[src/rtl/rxn_timer.sv]
module rxn_timer #(
  parameter int DELAY_CYC = 50000,
  parameter int MIN_DLY   = 1000,
  parameter int RAND_BITS = 16
) (
  input  logic       clk,
  input  logic       arst,
  input  logic [1:0] mode,
  input  logic       tick,
  input  logic       step,
  input  logic       stop,
  input  logic       rand_en,
  output logic [3:0] digit0,
  output logic [3:0] digit1,
  output logic [3:0] digit2,
  output logic [3:0] digit3,
  output logic       prompt_led,
  output logic       false_start
);

  localparam int RSPAN = 1 << RAND_BITS;
  localparam int TMAX  = (DELAY_CYC > MIN_DLY + RSPAN) ? DELAY_CYC : MIN_DLY + RSPAN;
  localparam int CW    = $clog2(TMAX + 1);
  localparam logic [15:0] RMASK = 16'(RSPAN - 1);
  localparam logic [15:0] SEED  = 16'hACE1;
  localparam logic [15:0] TAPS  = 16'hB400;

  typedef enum logic [2:0] {PH_IDLE, PH_WAIT, PH_RUN, PH_HALT, PH_FOUL} phase_t;

  phase_t        phase;
  logic [1:0]    mode_q;
  logic [CW-1:0] dly_cnt, term;
  logic [15:0]   lfsr, bcd;

  wire in_rxn   = (mode == 2'b10);
  wire restart  = in_rxn && (mode_q != 2'b10);
  wire run_tick = tick && ((mode == 2'b01) || (in_rxn && phase == PH_RUN && !stop));

  function automatic logic [15:0] bcd_next(input logic [15:0] v);
    logic [15:0] r;
    logic        c;
    r = v;
    c = 1'b1;
    for (int i = 0; i < 4; i++) begin
      if (c) begin
        if (r[4*i +: 4] >= 4'd9) r[4*i +: 4] = 4'd0;
        else begin
          r[4*i +: 4] = r[4*i +: 4] + 4'd1;
          c = 1'b0;
        end
      end
    end
    return r;
  endfunction

  always_ff @(posedge clk or posedge arst) begin
    if (arst) lfsr <= SEED;
    else      lfsr <= {1'b0, lfsr[15:1]} ^ (lfsr[0] ? TAPS : 16'h0000);
  end

  always_ff @(posedge clk or posedge arst) begin
    if (arst) begin
      mode_q  <= 2'b00;
      phase   <= PH_IDLE;
      dly_cnt <= '0;
      term    <= CW'(DELAY_CYC);
    end else begin
      mode_q <= mode;
      if (restart) begin
        phase   <= PH_WAIT;
        dly_cnt <= '0;
        term    <= rand_en ? CW'(MIN_DLY) + CW'(lfsr & RMASK) : CW'(DELAY_CYC);
      end else if (!in_rxn) begin
        phase <= PH_IDLE;
      end else begin
        case (phase)
          PH_WAIT: begin
            if (stop)                 phase   <= PH_FOUL;
            else if (dly_cnt == term) phase   <= PH_RUN;
            else                      dly_cnt <= dly_cnt + 1'b1;
          end
          PH_RUN:  if (stop) phase <= PH_HALT;
          default: ;
        endcase
      end
    end
  end

  always_ff @(posedge clk or posedge arst) begin
    if (arst)                  bcd <= '0;
    else if (restart)          bcd <= '0;
    else if (step || run_tick) bcd <= bcd_next(bcd);
  end

  assign {digit3, digit2, digit1, digit0} = bcd;
  assign prompt_led  = (phase == PH_RUN) || (phase == PH_HALT);
  assign false_start = (phase == PH_FOUL);


  led_mode_chk: assert property (@(posedge clk) disable iff (arst)
    prompt_led |-> (mode_q == 2'b10));


  dly_sat_chk: assert property (@(posedge clk) disable iff (arst)
    dly_cnt <= term);


  bcd_range_chk: assert property (@(posedge clk) disable iff (arst)
    (digit0 <= 4'd9) && (digit1 <= 4'd9) && (digit2 <= 4'd9) && (digit3 <= 4'd9));


  restart_clr_chk: assert property (@(posedge clk) disable iff (arst)
    restart |=> (dly_cnt == '0) && !prompt_led && !false_start && (bcd == 16'h0000));


  halt_freeze_chk: assert property (@(posedge clk) disable iff (arst)
    (phase == PH_HALT && in_rxn && !step) |=> $stable(bcd));


  foul_freeze_chk: assert property (@(posedge clk) disable iff (arst)
    (false_start && in_rxn && !step) |=> $stable(bcd) && !prompt_led);

endmodule

[config.mk]
export PLATFORM = sky130hd
export DESIGN_NAME = rxn_timer
export DESIGN_NICKNAME = d
export VERILOG_FILES = /design/src/rtl/rxn_timer.sv
export SDC_FILE = /design/constraint.sdc
export NUM_CORES = 1
export LEC_CHECK = 0
export BUFFER_PORTS_ARGS = -buffer_cell sky130_fd_sc_hd__clkbuf_2
export CORE_MARGIN = 4
export CORE_UTILIZATION = 60
export CTS_CLUSTER_DIAMETER = 80
export CTS_CLUSTER_SIZE = 40
export DETAILED_ROUTE_END_ITERATION = 16
export HOLD_SLACK_MARGIN = 0.12
export PLACE_DENSITY_LB_ADDON = 0.05
export SETUP_SLACK_MARGIN = 0.02
export SYNTH_ARGS = -nofsm -noshare
export SYNTH_HDL_FRONTEND = slang
export SYNTH_SLANG_ARGS = --single-unit
[constraint.sdc]
create_clock -name clk -period 6 [get_ports clk]
set_clock_uncertainty 0.1 [all_clocks]
set_input_delay 1.2 -clock clk [delete_from_list [all_inputs] [get_ports clk]]
set_output_delay 1.2 -clock clk [all_outputs]
set_load 0.02 [all_outputs]
==> impl_results.md <==
- Max Cap Viol: 0
- Starting Density: 61.50%
- Area added between synthesis and finish: 11.20%
- Largest net degree at the start of global routing: between 70 and 80
- Initial antenna violation count: 0
- Antenna-violating nets left: 0
- Synth Flop Type: dfrtp_1
- Post-synthesis xor/xnor area fraction: 9.863%
- Slew Viols, Final: 0
- Post-DR vias/cell: 5.661
- RD Place Congestion: ~0.82
- Worst path required time: between 6 and 7 ns
- Status: finished, final reports clean
- Root Driver: clkbuf_8
- Hold Crit Class: flop to flop
- Number of global-route vias before repair: 2,727
- FP Rows: 28
- Number of flops mapped to enable cells by yosys: 0
- GRT Total Usage: 21.33%
- WS Path Type: input pin to flop
- CTS tree: done
- Clock Path Buffers: 2
- Port bufs: 25
- Post-synth top area cell: dfrtp_1
- Commonest cells post-synth: 57 x dfrtp_1, 49 x nand2_1, 28 x xnor2_1
- Post-CTS sizing: 0
- Diode count: 0
- Detailed Place HPWL: 5019 um
- First-pass GRT wire length: 12,410 um
- H-Tree Depth: 3
- RSZ-0062 raised after global routing: false
- Post-Syn Instances: 367
- Avg Inst Size Synth: 9.921 sq um
- CP max stage cell: a21oi_1
- Final Cell Area: 0.004049 sq mm
- IO Pins: 26
- Part of the cycle the worst path needs: 50.46%
- Net count, final: approximately 420
- Largest stage delay, worst path: 0.60 ns
- Slew @ Worst Pin: 1.114 ns
- Die area: 0.007379 sq mm
- Clock Latency Late Sink: 0.34 ns
- Max Fanout on Critical Path: 9
- Final Non-Filler Cells: 475
- # hold bufs at CTS: 0
- Cell area after synthesis: about 0.0036 sq mm
- Final Util: 68.39%
- Post-CTS Setup Bufs: 0
- Share of layout cells above drive strength 1: 16.50%
- Yosys cell types: 48
- Placed cells: approximately 460
- Post-synth top area share: 39.18%
- Drt total wl: 7231 um
- Worst setup EP type: flop
- Place WS: 2.695 ns
- Via count: 2,689
- DIE HEIGHT: approximately 86 um
- Worst Setup Start Kind: input pin
- Ys Warns: 0
- R2r setup slk: 3.36 ns
- Clk slew on worst S/H paths: 0.08 ns
- Detailed Route Iter0 Violations: 178
- Synth Area in Simple Gates: between 10% and 20%
- Grt ovf: 0
- Setup TNS Final: 0 ns
- Core area: 0.005921 sq mm
- CP arrival: 3.16 ns
- Worst setup margin: 2.973 ns
- WL/cell: 15.22 um
- Maximum vdd drop: roughly 0.00019 V
- Post-detailed-placement cell area: about 0.0038 sq mm
- Post-synthesis adder-cell area fraction: 4.811%
- Total iterations of the first detailed-routing run: 4
- Combinational family with the most area after synthesis: simple AND/OR/NAND/NOR gates
- Final Hold Viols: 0
- DRC: 0
- Seq/Total Area, Yosys: between 40% and 50%
- Fmax: between 300 and 400 MHz
- Cts bufs inserted: 9
- Asr flop ratio synth: 100.0%
- CTS sink cnt: 71
- Leak pwr: 1.853 nW
- Final setup viols: 0
- Mux contribution to synthesized area: 0.5498%
- Power Density: about 250 mW/mm^2
- Max_slew headroom: 25.13%
- Top cells by area, synth: dfrtp_1 39%, dfstp_2 10%, xnor2_1 6.7%
- Synth Area in Compound Gates: between 10 and 15%
- Die width: between 80 and 90 um
- Syn Nets: 389
- Seq cells post-synth: between 70 and 80
- Final min period: 3.027 ns
- Most frequent cell after synthesis: dfrtp_1
- Crit path cell chain: clkbuf_2, nand2b_1, nor4_2, nand2_1, a21oi_1, a31oi_1, a41o_1
power breakdown:
| group | internal (W) | switching [W] |
|---|---|---|
| combinational | 0.0000403 | 0.0000702 |
| clock | 0.000214 | 0.000178 |
| sequential | 0.000501 | 0.0000241 |
path summary, 6_finish.rpt:
path                                          from                      end  depth (start not counted)
setup reg to reg           dly_cnt[12]$_DFFE_PP0P_  dly_cnt[16]$_DFFE_PP0P_                          5
hold reg to reg                  lfsr[1]$_DFF_PP0_        lfsr[0]$_DFF_PP1_                          0
max in group asynchronous                     arst        lfsr[8]$_DFF_PP0_                          3
setup / recovery                           mode[0]  dly_cnt[12]$_DFFE_PP0P_                          7
hold / removal                   lfsr[1]$_DFF_PP0_        lfsr[0]$_DFF_PP1_                          0
min in group asynchronous                     arst        lfsr[4]$_DFF_PP0_                          3
sequential cells by signal, summed over array words and instances (netlist names):
register,cells
dly_cnt,17
term,17
bcd,16
lfsr,16
phase,3
mode_q,2
per-stage QoR:
| stage | hold slack, ns | power, W |
|---|---|---|
| 4_1_cts | 0.2836 | 0.001038 |
| 5_1_grt | 0.2957 | 0.001079 |
| 6_report | 0.2797 | 0.001027 |
| 2_1_floorplan | 0.2544 | 0.0006094 |
| 3_5_place_dp | 0.2704 | 0.0006455 |
| 3_3_place_gp | 0.2608 | 0.0006423 |
worst max-delay path: cells and delay by family:
kind | cells | cell delay [ns]
buf+inv | 1 | 0.10
compound gates | 3 | 1.05
simple gates | 3 | 0.81
layout by cell type, fill, tap and decap left out, types with 3 or more instances in the layout:
master     netlist  final
inv_1           20     19
nand2b_1         5      5
nand2_1         49     49
and3_1           6      6
dfrtp_1         57     57
o22ai_1          3      3
a31oi_1          5      5
nand4_1          6      6
nor2_1          27     27
o21ai_0         11     11
a2111oi_0        4      4
clkbuf_2         0     25
dfstp_2         14     14
nand4b_1         3      3
a41oi_1          3      3
clkbuf_8         0     11
buf_4            0      3
o31ai_1          4      4
a41o_1           3      3
nand3_1         20     20
ha_1            14     14
a211oi_1         6      6
a21oi_1         14     14
o22a_1           5      5
xor2_1          13     13
or4_1            3      3
xnor2_1         28     28
nor3_1           6      6
layout make-up:
type / count / area (sq um)
repair buffers: 28 / 147.6
well taps: 75 / 93.84
flip-flops and latches: 71 / 1794
inverters: 20 / 75.07
fillers: 489 / 1872
clock inverters: 5 / 56.30
clock buffers: 11 / 151.4
multi-input cells: 265 / 1730
routing by layer:
| layer | up-vias | global-route usage [%] | wire length (um) |
|---|---|---|---|
| met5 | - | 0 | 0 |
| met4 | 0 | 8.633 | 120 |
| met3 | 10 | 3.939 | 256 |
| met2 | 44 | 33.57 | 3277 |
| met1 | 1290 | 29.22 | 3577 |
| li1 | 1345 | - | - |
kinds of logic (layout without fill, tap and decap cells):
group                      Yosys count  in the layout
AOI/OAI and AO/OA                   70             70
muxes                                2              2
adders and majority gates           14             14
buffers and inverters               31             64
DFF                                 71             71
and+or+nand+nor                    138            138
xor gates and xnor gates            41             41
Power figures use the tool's default switching activity.
